[src/rtl/flash_fe_pkg.sv]
package flash_fe_pkg;
  typedef enum logic [1:0] {CS_IDLE, CS_PGM, CS_ERS, CS_BUSY} cmd_state_e;
  typedef enum logic [1:0] {BUS_READ, BUS_ODIS, BUS_STBY, BUS_WRITE} bus_mode_e;
  localparam logic [7:0] OP_PROGRAM = 8'h40;
  localparam logic [7:0] OP_ERASE   = 8'h20;
  localparam logic [7:0] OP_CONFIRM = 8'hD0;
  localparam logic [7:0] OP_READ    = 8'hFF;
endpackage

[src/rtl/flash_fe_sync.sv]
module flash_fe_sync #(
  parameter int W = 1
) (
  input  logic         clk_i,
  input  logic         rst_ni,
  input  logic [W-1:0] d_i,
  output logic [W-1:0] q_o
);
  logic [W-1:0] s1_q, s2_q;
  always_ff @(posedge clk_i or negedge rst_ni) begin
    if (!rst_ni) begin
      s1_q <= '0;
      s2_q <= '0;
    end else begin
      s1_q <= d_i;
      s2_q <= s1_q;
    end
  end
  assign q_o = s2_q;
endmodule

[src/rtl/flash_fe_cmd.sv]
module flash_fe_cmd
  import flash_fe_pkg::*;
#(
  parameter int AW      = 6,
  parameter int DW      = 16,
  parameter int PGM_CYC = 4,
  parameter int ERS_CYC = 16
) (
  input  logic          clk_i,
  input  logic          rst_ni,
  input  logic          fire_i,
  input  logic [AW-1:0] wr_addr_i,
  input  logic [DW-1:0] wr_data_i,
  output logic          busy_o,
  output logic          pgm_commit_o,
  output logic          ers_commit_o,
  output logic [AW-1:0] op_addr_o,
  output logic [DW-1:0] op_data_o
);
  localparam int CW = $clog2(ERS_CYC + 1);

  cmd_state_e    state_q;
  logic [CW-1:0] cnt_q;
  logic          is_ers_q;
  logic [7:0]    code;

  assign code = wr_data_i[7:0];

  always_ff @(posedge clk_i or negedge rst_ni) begin
    if (!rst_ni) begin
      state_q   <= CS_IDLE;
      cnt_q     <= '0;
      is_ers_q  <= 1'b0;
      op_addr_o <= '0;
      op_data_o <= '0;
    end else begin
      unique case (state_q)
        CS_IDLE: if (fire_i) begin
          if (code == OP_PROGRAM)    state_q <= CS_PGM;
          else if (code == OP_ERASE) state_q <= CS_ERS;
        end
        CS_PGM: if (fire_i) begin
          op_addr_o <= wr_addr_i;
          op_data_o <= wr_data_i;
          is_ers_q  <= 1'b0;
          cnt_q     <= CW'(PGM_CYC - 1);
          state_q   <= CS_BUSY;
        end
        CS_ERS: if (fire_i) begin
          if (code == OP_CONFIRM) begin
            op_addr_o <= wr_addr_i;
            is_ers_q  <= 1'b1;
            cnt_q     <= CW'(ERS_CYC - 1);
            state_q   <= CS_BUSY;
          end else begin
            state_q <= CS_IDLE;
          end
        end
        CS_BUSY: begin
          // writes landing here are dropped
          if (cnt_q == '0) state_q <= CS_IDLE;
          else             cnt_q   <= cnt_q - 1'b1;
        end
        default: state_q <= CS_IDLE;
      endcase
    end
  end

  assign busy_o       = (state_q == CS_BUSY);
  assign pgm_commit_o = busy_o && (cnt_q == '0) && !is_ers_q;
  assign ers_commit_o = busy_o && (cnt_q == '0) && is_ers_q;
endmodule

[src/rtl/flash_fe_array.sv]
module flash_fe_array #(
  parameter int DW        = 16,
  parameter int NUM_BLK   = 4,
  parameter int BLK_WORDS = 16,
  parameter int AW        = $clog2(NUM_BLK * BLK_WORDS)
) (
  input  logic          clk_i,
  input  logic          rst_ni,
  input  logic          pgm_i,
  input  logic          ers_i,
  input  logic [AW-1:0] op_addr_i,
  input  logic [DW-1:0] op_data_i,
  input  logic [AW-1:0] rd_addr_i,
  output logic [DW-1:0] rd_data_o
);
  localparam int DEPTH = NUM_BLK * BLK_WORDS;
  localparam int BB    = $clog2(BLK_WORDS);

  logic [DW-1:0] words [DEPTH];

  for (genvar w = 0; w < DEPTH; w++) begin : g_word
    localparam logic [AW-1:0] WA = AW'(w);
    logic [DW-1:0] word_q;
    always_ff @(posedge clk_i or negedge rst_ni) begin
      if (!rst_ni)                                      word_q <= '1;
      else if (pgm_i && op_addr_i == WA)                word_q <= word_q & op_data_i;
      else if (ers_i && op_addr_i[AW-1:BB] == WA[AW-1:BB]) word_q <= '1;
    end
    assign words[w] = word_q;
  end

  assign rd_data_o = words[rd_addr_i];
endmodule

[src/rtl/flash_bus_frontend.sv]
module flash_bus_frontend
  import flash_fe_pkg::*;
#(
  parameter int DW        = 16,
  parameter int NUM_BLK   = 4,
  parameter int BLK_WORDS = 16,
  parameter int PGM_CYC   = 4,
  parameter int ERS_CYC   = 16,
  parameter int AW        = $clog2(NUM_BLK * BLK_WORDS)
) (
  input  logic          clk_i,
  input  logic          rst_ni,
  input  logic          ce_ni,
  input  logic          oe_ni,
  input  logic          we_ni,
  input  logic          dev_rst_ni,
  input  logic [AW-1:0] addr_i,
  input  logic [DW-1:0] data_i,
  output logic [DW-1:0] data_o,
  output logic          data_oe_o,
  output logic          busy_o
);
  bus_mode_e     mode;
  logic          wr_act_raw, wr_act_s, wr_act_prev_q, fire;
  logic [AW+DW-1:0] bus_s, hold_q;
  logic          pgm_commit, ers_commit;
  logic [AW-1:0] op_addr;
  logic [DW-1:0] op_data, rd_data;

  always_comb begin
    if (ce_ni)                     mode = BUS_STBY;
    else if (!we_ni)               mode = BUS_WRITE;
    else if (!oe_ni && dev_rst_ni) mode = BUS_READ;
    else                           mode = BUS_ODIS;
  end

  assign wr_act_raw = (mode == BUS_WRITE) && dev_rst_ni;

  flash_fe_sync #(.W(1)) u_sync_act (
    .clk_i, .rst_ni, .d_i(wr_act_raw), .q_o(wr_act_s)
  );
  flash_fe_sync #(.W(AW + DW)) u_sync_bus (
    .clk_i, .rst_ni, .d_i({addr_i, data_i}), .q_o(bus_s)
  );

  // hold the last address/data seen while the cycle was active
  always_ff @(posedge clk_i or negedge rst_ni) begin
    if (!rst_ni) begin
      wr_act_prev_q <= 1'b0;
      hold_q        <= '0;
    end else begin
      wr_act_prev_q <= wr_act_s;
      if (wr_act_s) hold_q <= bus_s;
    end
  end
  assign fire = wr_act_prev_q && !wr_act_s;

  flash_fe_cmd #(
    .AW(AW), .DW(DW), .PGM_CYC(PGM_CYC), .ERS_CYC(ERS_CYC)
  ) u_cmd (
    .clk_i, .rst_ni,
    .fire_i      (fire),
    .wr_addr_i   (hold_q[AW+DW-1:DW]),
    .wr_data_i   (hold_q[DW-1:0]),
    .busy_o      (busy_o),
    .pgm_commit_o(pgm_commit),
    .ers_commit_o(ers_commit),
    .op_addr_o   (op_addr),
    .op_data_o   (op_data)
  );

  flash_fe_array #(
    .DW(DW), .NUM_BLK(NUM_BLK), .BLK_WORDS(BLK_WORDS), .AW(AW)
  ) u_array (
    .clk_i, .rst_ni,
    .pgm_i    (pgm_commit),
    .ers_i    (ers_commit),
    .op_addr_i(op_addr),
    .op_data_i(op_data),
    .rd_addr_i(addr_i),
    .rd_data_o(rd_data)
  );

  assign data_oe_o = (mode == BUS_READ);
  assign data_o    = data_oe_o ? rd_data : '0;
endmodule

[config.mk]
export PLATFORM = sky130hd
export DESIGN_NAME = flash_bus_frontend
export DESIGN_NICKNAME = d
export VERILOG_FILES = /design/src/rtl/flash_fe_pkg.sv /design/src/rtl/flash_fe_sync.sv /design/src/rtl/flash_fe_cmd.sv /design/src/rtl/flash_fe_array.sv /design/src/rtl/flash_bus_frontend.sv
export SDC_FILE = /design/constraint.sdc
export NUM_CORES = 2
export LEC_CHECK = 0
export BUFFER_PORTS_ARGS = -buffer_cell sky130_fd_sc_hd__buf_4
export CAP_MARGIN = 10
export CORE_ASPECT_RATIO = 1.25
export CORE_MARGIN = 5
export CORE_UTILIZATION = 57
export DETAILED_ROUTE_END_ITERATION = 16
export PLACE_DENSITY = 0.75
export SLEW_MARGIN = 30
export SYNTH_ARGS = -nofsm -noshare
export SYNTH_HDL_FRONTEND = slang
export SYNTH_SLANG_ARGS = --single-unit
[constraint.sdc]
create_clock -name clk_i -period 3.75 [get_ports clk_i]
set_input_delay 0.75 -clock clk_i [delete_from_list [all_inputs] [get_ports clk_i]]
set_output_delay 0.75 -clock clk_i [all_outputs]
set_load 0.02 [all_outputs]
==> results.sh <==
export IMPL_place_gp_congestion=0.985
export IMPL_cts_tree="built"
export IMPL_drive_gt1_share_pct=46.9
export IMPL_io_buffers=45
export IMPL_design_area_um2=55400
export IMPL_finClkSkew_ns=0.0304
export IMPL_fin_crit_ns=3.73
export IMPL_critPathKind="primary input to output pin"
export IMPL_antenna_found_initial=5
export IMPL_layout_nets=3806
export IMPL_synth_top_area_share_pct=54.7
export IMPL_synth_largest_area_cell="dfstp_2"
export IMPL_syn_area_per_cell_um2=13.1
export IMPL_slew_headroom_pct=33.6
export IMPL_synthArstFlopShare_pct=100
export IMPL_synth_edf_count=0
export IMPL_yosys_warnings=0
export IMPL_timing_final_hold_violations=0
export IMPL_ys_flop_type="dfstp_2"
export IMPL_finalPower_w=0.0275
export IMPL_p_int_w=0.0195
export IMPL_clkSinkCount=1123
export IMPL_grtUsageTotal_pct=29.8
export IMPL_fin_hold_ws_ns=0.157
export IMPL_wl_um=139000
export IMPL_setup_viol=0
export IMPL_pre_cts_ws_ns=-0.146
export IMPL_regArea_um2=29400
export IMPL_vias_per_cell=6.78
export IMPL_cts_buffer_depth=3
export IMPL_multi_input_area_um2=18200
export IMPL_die_width_um=273
export IMPL_grt_max_degree=143
export IMPL_fillers=6171
export IMPL_tightest_slew_ns=0.997
export IMPL_swShare_pct=29.2
export IMPL_dp_hpwl_um=86500
export IMPL_post_drt_wl_per_cell_um=27.7
export IMPL_rsz0062_at_grt="false"
export IMPL_row_count=120
export IMPL_ir_drop_mv=0.534
export IMPL_clock_power_share_pct=39.2
export IMPL_clk_pin_slew_worst_paths_ns=0.06
export IMPL_cap_viol_max_count=0
export IMPL_io_pins=46
export IMPL_crit_arrival_ns=2.98
export IMPL_status="completed"
export IMPL_drc_errors=0
export IMPL_path_max_fanout=44
export IMPL_syn_nets=3799
export IMPL_syn_cell_area_um2=49200
export IMPL_die_area_um2=92400
export IMPL_drt_pass1_iter_count=5
export IMPL_required_ns=3.00
export IMPL_cts_htree_levels=3
export IMPL_grt_ovfl_total=0
export IMPL_seq_power_share_pct=51.5
export IMPL_post_dp_cell_area_um2=51800
export IMPL_fin_crit_sh_pct=99.5
export IMPL_leakage_nw=23.3
export IMPL_worstReg2RegStart="u_cmd.cnt_q[0]$_DFFE_PN0P_"
export IMPL_syn_instance_count=3766
export IMPL_grt_pass1_wl_um=214000
export IMPL_start_kind="primary input"
export IMPL_worstSetupEndpointType="output pin"
export IMPL_cts_made_buffers=106
export IMPL_die_h_um=339
export IMPL_p_switching_w=0.00803
export IMPL_ys_types=62
export IMPL_synth_seq_cells=1123
export IMPL_num_vias=34000
export IMPL_cts_root_buf="clkbuf_16"
export IMPL_final_antenna_net_count=0
export IMPL_p_comb_share_pct=9.3
export IMPL_clk_latency_ns=0.69
export IMPL_power_density_nw_per_um2=497
export IMPL_hold_start="data_i[1]"
export IMPL_grt_pass1_vias=34800
export IMPL_slew_violations=0
export IMPL_synth_area_leaders="dfstp_2, o22a_1, mux4_2, dfrtp_1, o21ai_0"
export IMPL_area_delta_synth_final_pct=12.5
export IMPL_utilization_pct=64.6
export IMPL_drt_iter0_drc=3741
export IMPL_synth_yosys_seq_area_share_pct=59.7
export IMPL_initial_core_util_pct=57.4
export IMPL_crit_start="addr_i[1]"
export IMPL_max_freq_ghz=0.268
export IMPL_hold_path_class="primary input to register"
export IMPL_core_um2=85700
export IMPL_fin_ws_ns=0.0203
-- flip-flops by register name, indices dropped and copies added, names as in the netlist --
signal	flops
u_sync_act.q_o	1
u_cmd.cnt_q	5
u_cmd.state_q	2
u_cmd.is_ers_q	1
hold_q	22
u_cmd.op_addr_o	6
wr_act_prev_q	1
u_sync_bus.q_o	22
u_sync_act.s1_q	1
u_sync_bus.s1_q	22
u_array.g_word.word_q	1024
u_cmd.op_data_o	16
-- stage by stage --
stage,cells,TNS [ns]
after floorplan,3766,0
after global placement,4818,-2.90
after detailed placement,4818,-0.348
after CTS,5014,0
after global routing,5020,0
final,5021,0
-- power groups by stage --
stage               sequential, W  clock (W)  combinational (W)
floorplan                  0.0127          0            0.00238
CTS                        0.0141     0.0109            0.00252
detailed placement         0.0143          0            0.00251
finish                     0.0142     0.0108            0.00256
global placement           0.0142          0            0.00249
global route               0.0142     0.0114            0.00271
-- synth_stat cells, types with 2 or more instances --
master        n
buf_1        18
buf_2        86
or2_2         2
or3_1         3
nand2_2      11
a32o_1        3
nand2b_1     16
nand2_1     515
o22ai_1      38
and2_1        2
nor3_4        3
nand2_4      10
clkbuf_1    269
clkbuf_2      2
dfstp_2    1024
a22o_1       12
a221oi_1      7
mux2_2       47
mux4_2      222
o21ai_1      26
and3_1        2
buf_4         7
inv_1         6
nand3b_1      3
a31oi_1       7
ha_1          5
dfrtp_1      99
a2111oi_0     3
mux2i_1     118
nand3_1      10
o22a_1      595
a21boi_0      2
nor3_1       10
nor2b_1       5
a211oi_1     17
a21oi_1      31
o21ai_0     434
a22oi_1      34
buf_6         7
nand4_1       7
nor2_1       26
o221ai_1      2
-- final timing paths --
kind                                                              to  slack [ns]  cells after the start
setup reg to reg           u_array.g_word[11].word_q[10]$_DFFE_PN1P_        0.63                      8
hold / removal                          u_sync_bus.s1_q[1]$_DFF_PN0_        0.16                      1
min in group asynchronous   u_array.g_word[18].word_q[2]$_DFFE_PN1P_        0.31                      1
max in group asynchronous    u_array.g_word[0].word_q[5]$_DFFE_PN1P_        2.59                      3
setup / recovery                                           data_o[9]        0.02                      9
hold reg to reg                          u_sync_bus.q_o[5]$_DFF_PN0_        0.34                      0
-- layout make-up --
cell class,instances,share of cell area (%)
diodes,1,0.00452
clock buffers,164,5.76
clock inverters,32,0.524
inverters,6,0.0407
multi-input cells,2247,32.9
flip-flops and latches,1123,53.1
well taps,1159,2.62
repair buffers,289,4.99
-- critical path, cell delays in order --
cell,delay (ns)
buf_8,0.18
buf_12,0.34
buf_12,0.25
mux2i_1,0.32
a22oi_1,0.11
a21oi_1,0.27
o22ai_1,0.19
a22o_1,0.31
buf_4,0.19
-- kinds of logic after synthesis --
group                      Yosys count  synth area share [%]
buffers and inverters              396                  3.43
and+or+nand+nor                    635                  5.53
AOI/OAI and AO/OA                 1219                  17.6
DFF                               1123                  59.7
muxes                              387                  13.6
xor gates and xnor gates             1                0.0178
adders and majority gates            5                 0.127
-- routing by layer --
layer | up-vias | wire [µm] | track usage [%]
li1 | 14000 | - | -
met1 | 17900 | 52300 | 39.8
met2 | 1694 | 66500 | 47.3
met3 | 399 | 12900 | 6.60
met4 | 0 | 7160 | 13.4
met5 | - | 0 | 0
-- placed cells by master, fill, tap and decap left out, types with 11 or more instances in the layout --
master and count:
nand2_2 11, nor2_1 23, nand2b_1 16, dfstp_2 1024, buf_12 41, mux4_2 222
clkbuf_16 109, nand2_1 515, clkinv_2 22, a22o_1 12, a211oi_1 17, mux2i_1 117
o22a_1 595, a22oi_1 34, clkbuf_1 28, dfrtp_1 83, o21ai_1 27, o21ai_0 433
a21oi_1 30, clkbuf_8 28, buf_4 241, o22ai_1 38, mux2_2 47
-- repair_timing --
action,CTS,global route
gates resized for setup,6,6
pin swaps,0,1
cloned,0,1
buffers inserted,0,5
setup endpoints to repair,7,6
hold buffers,0,0
Note: power is estimated with default switching activity, not from simulation.
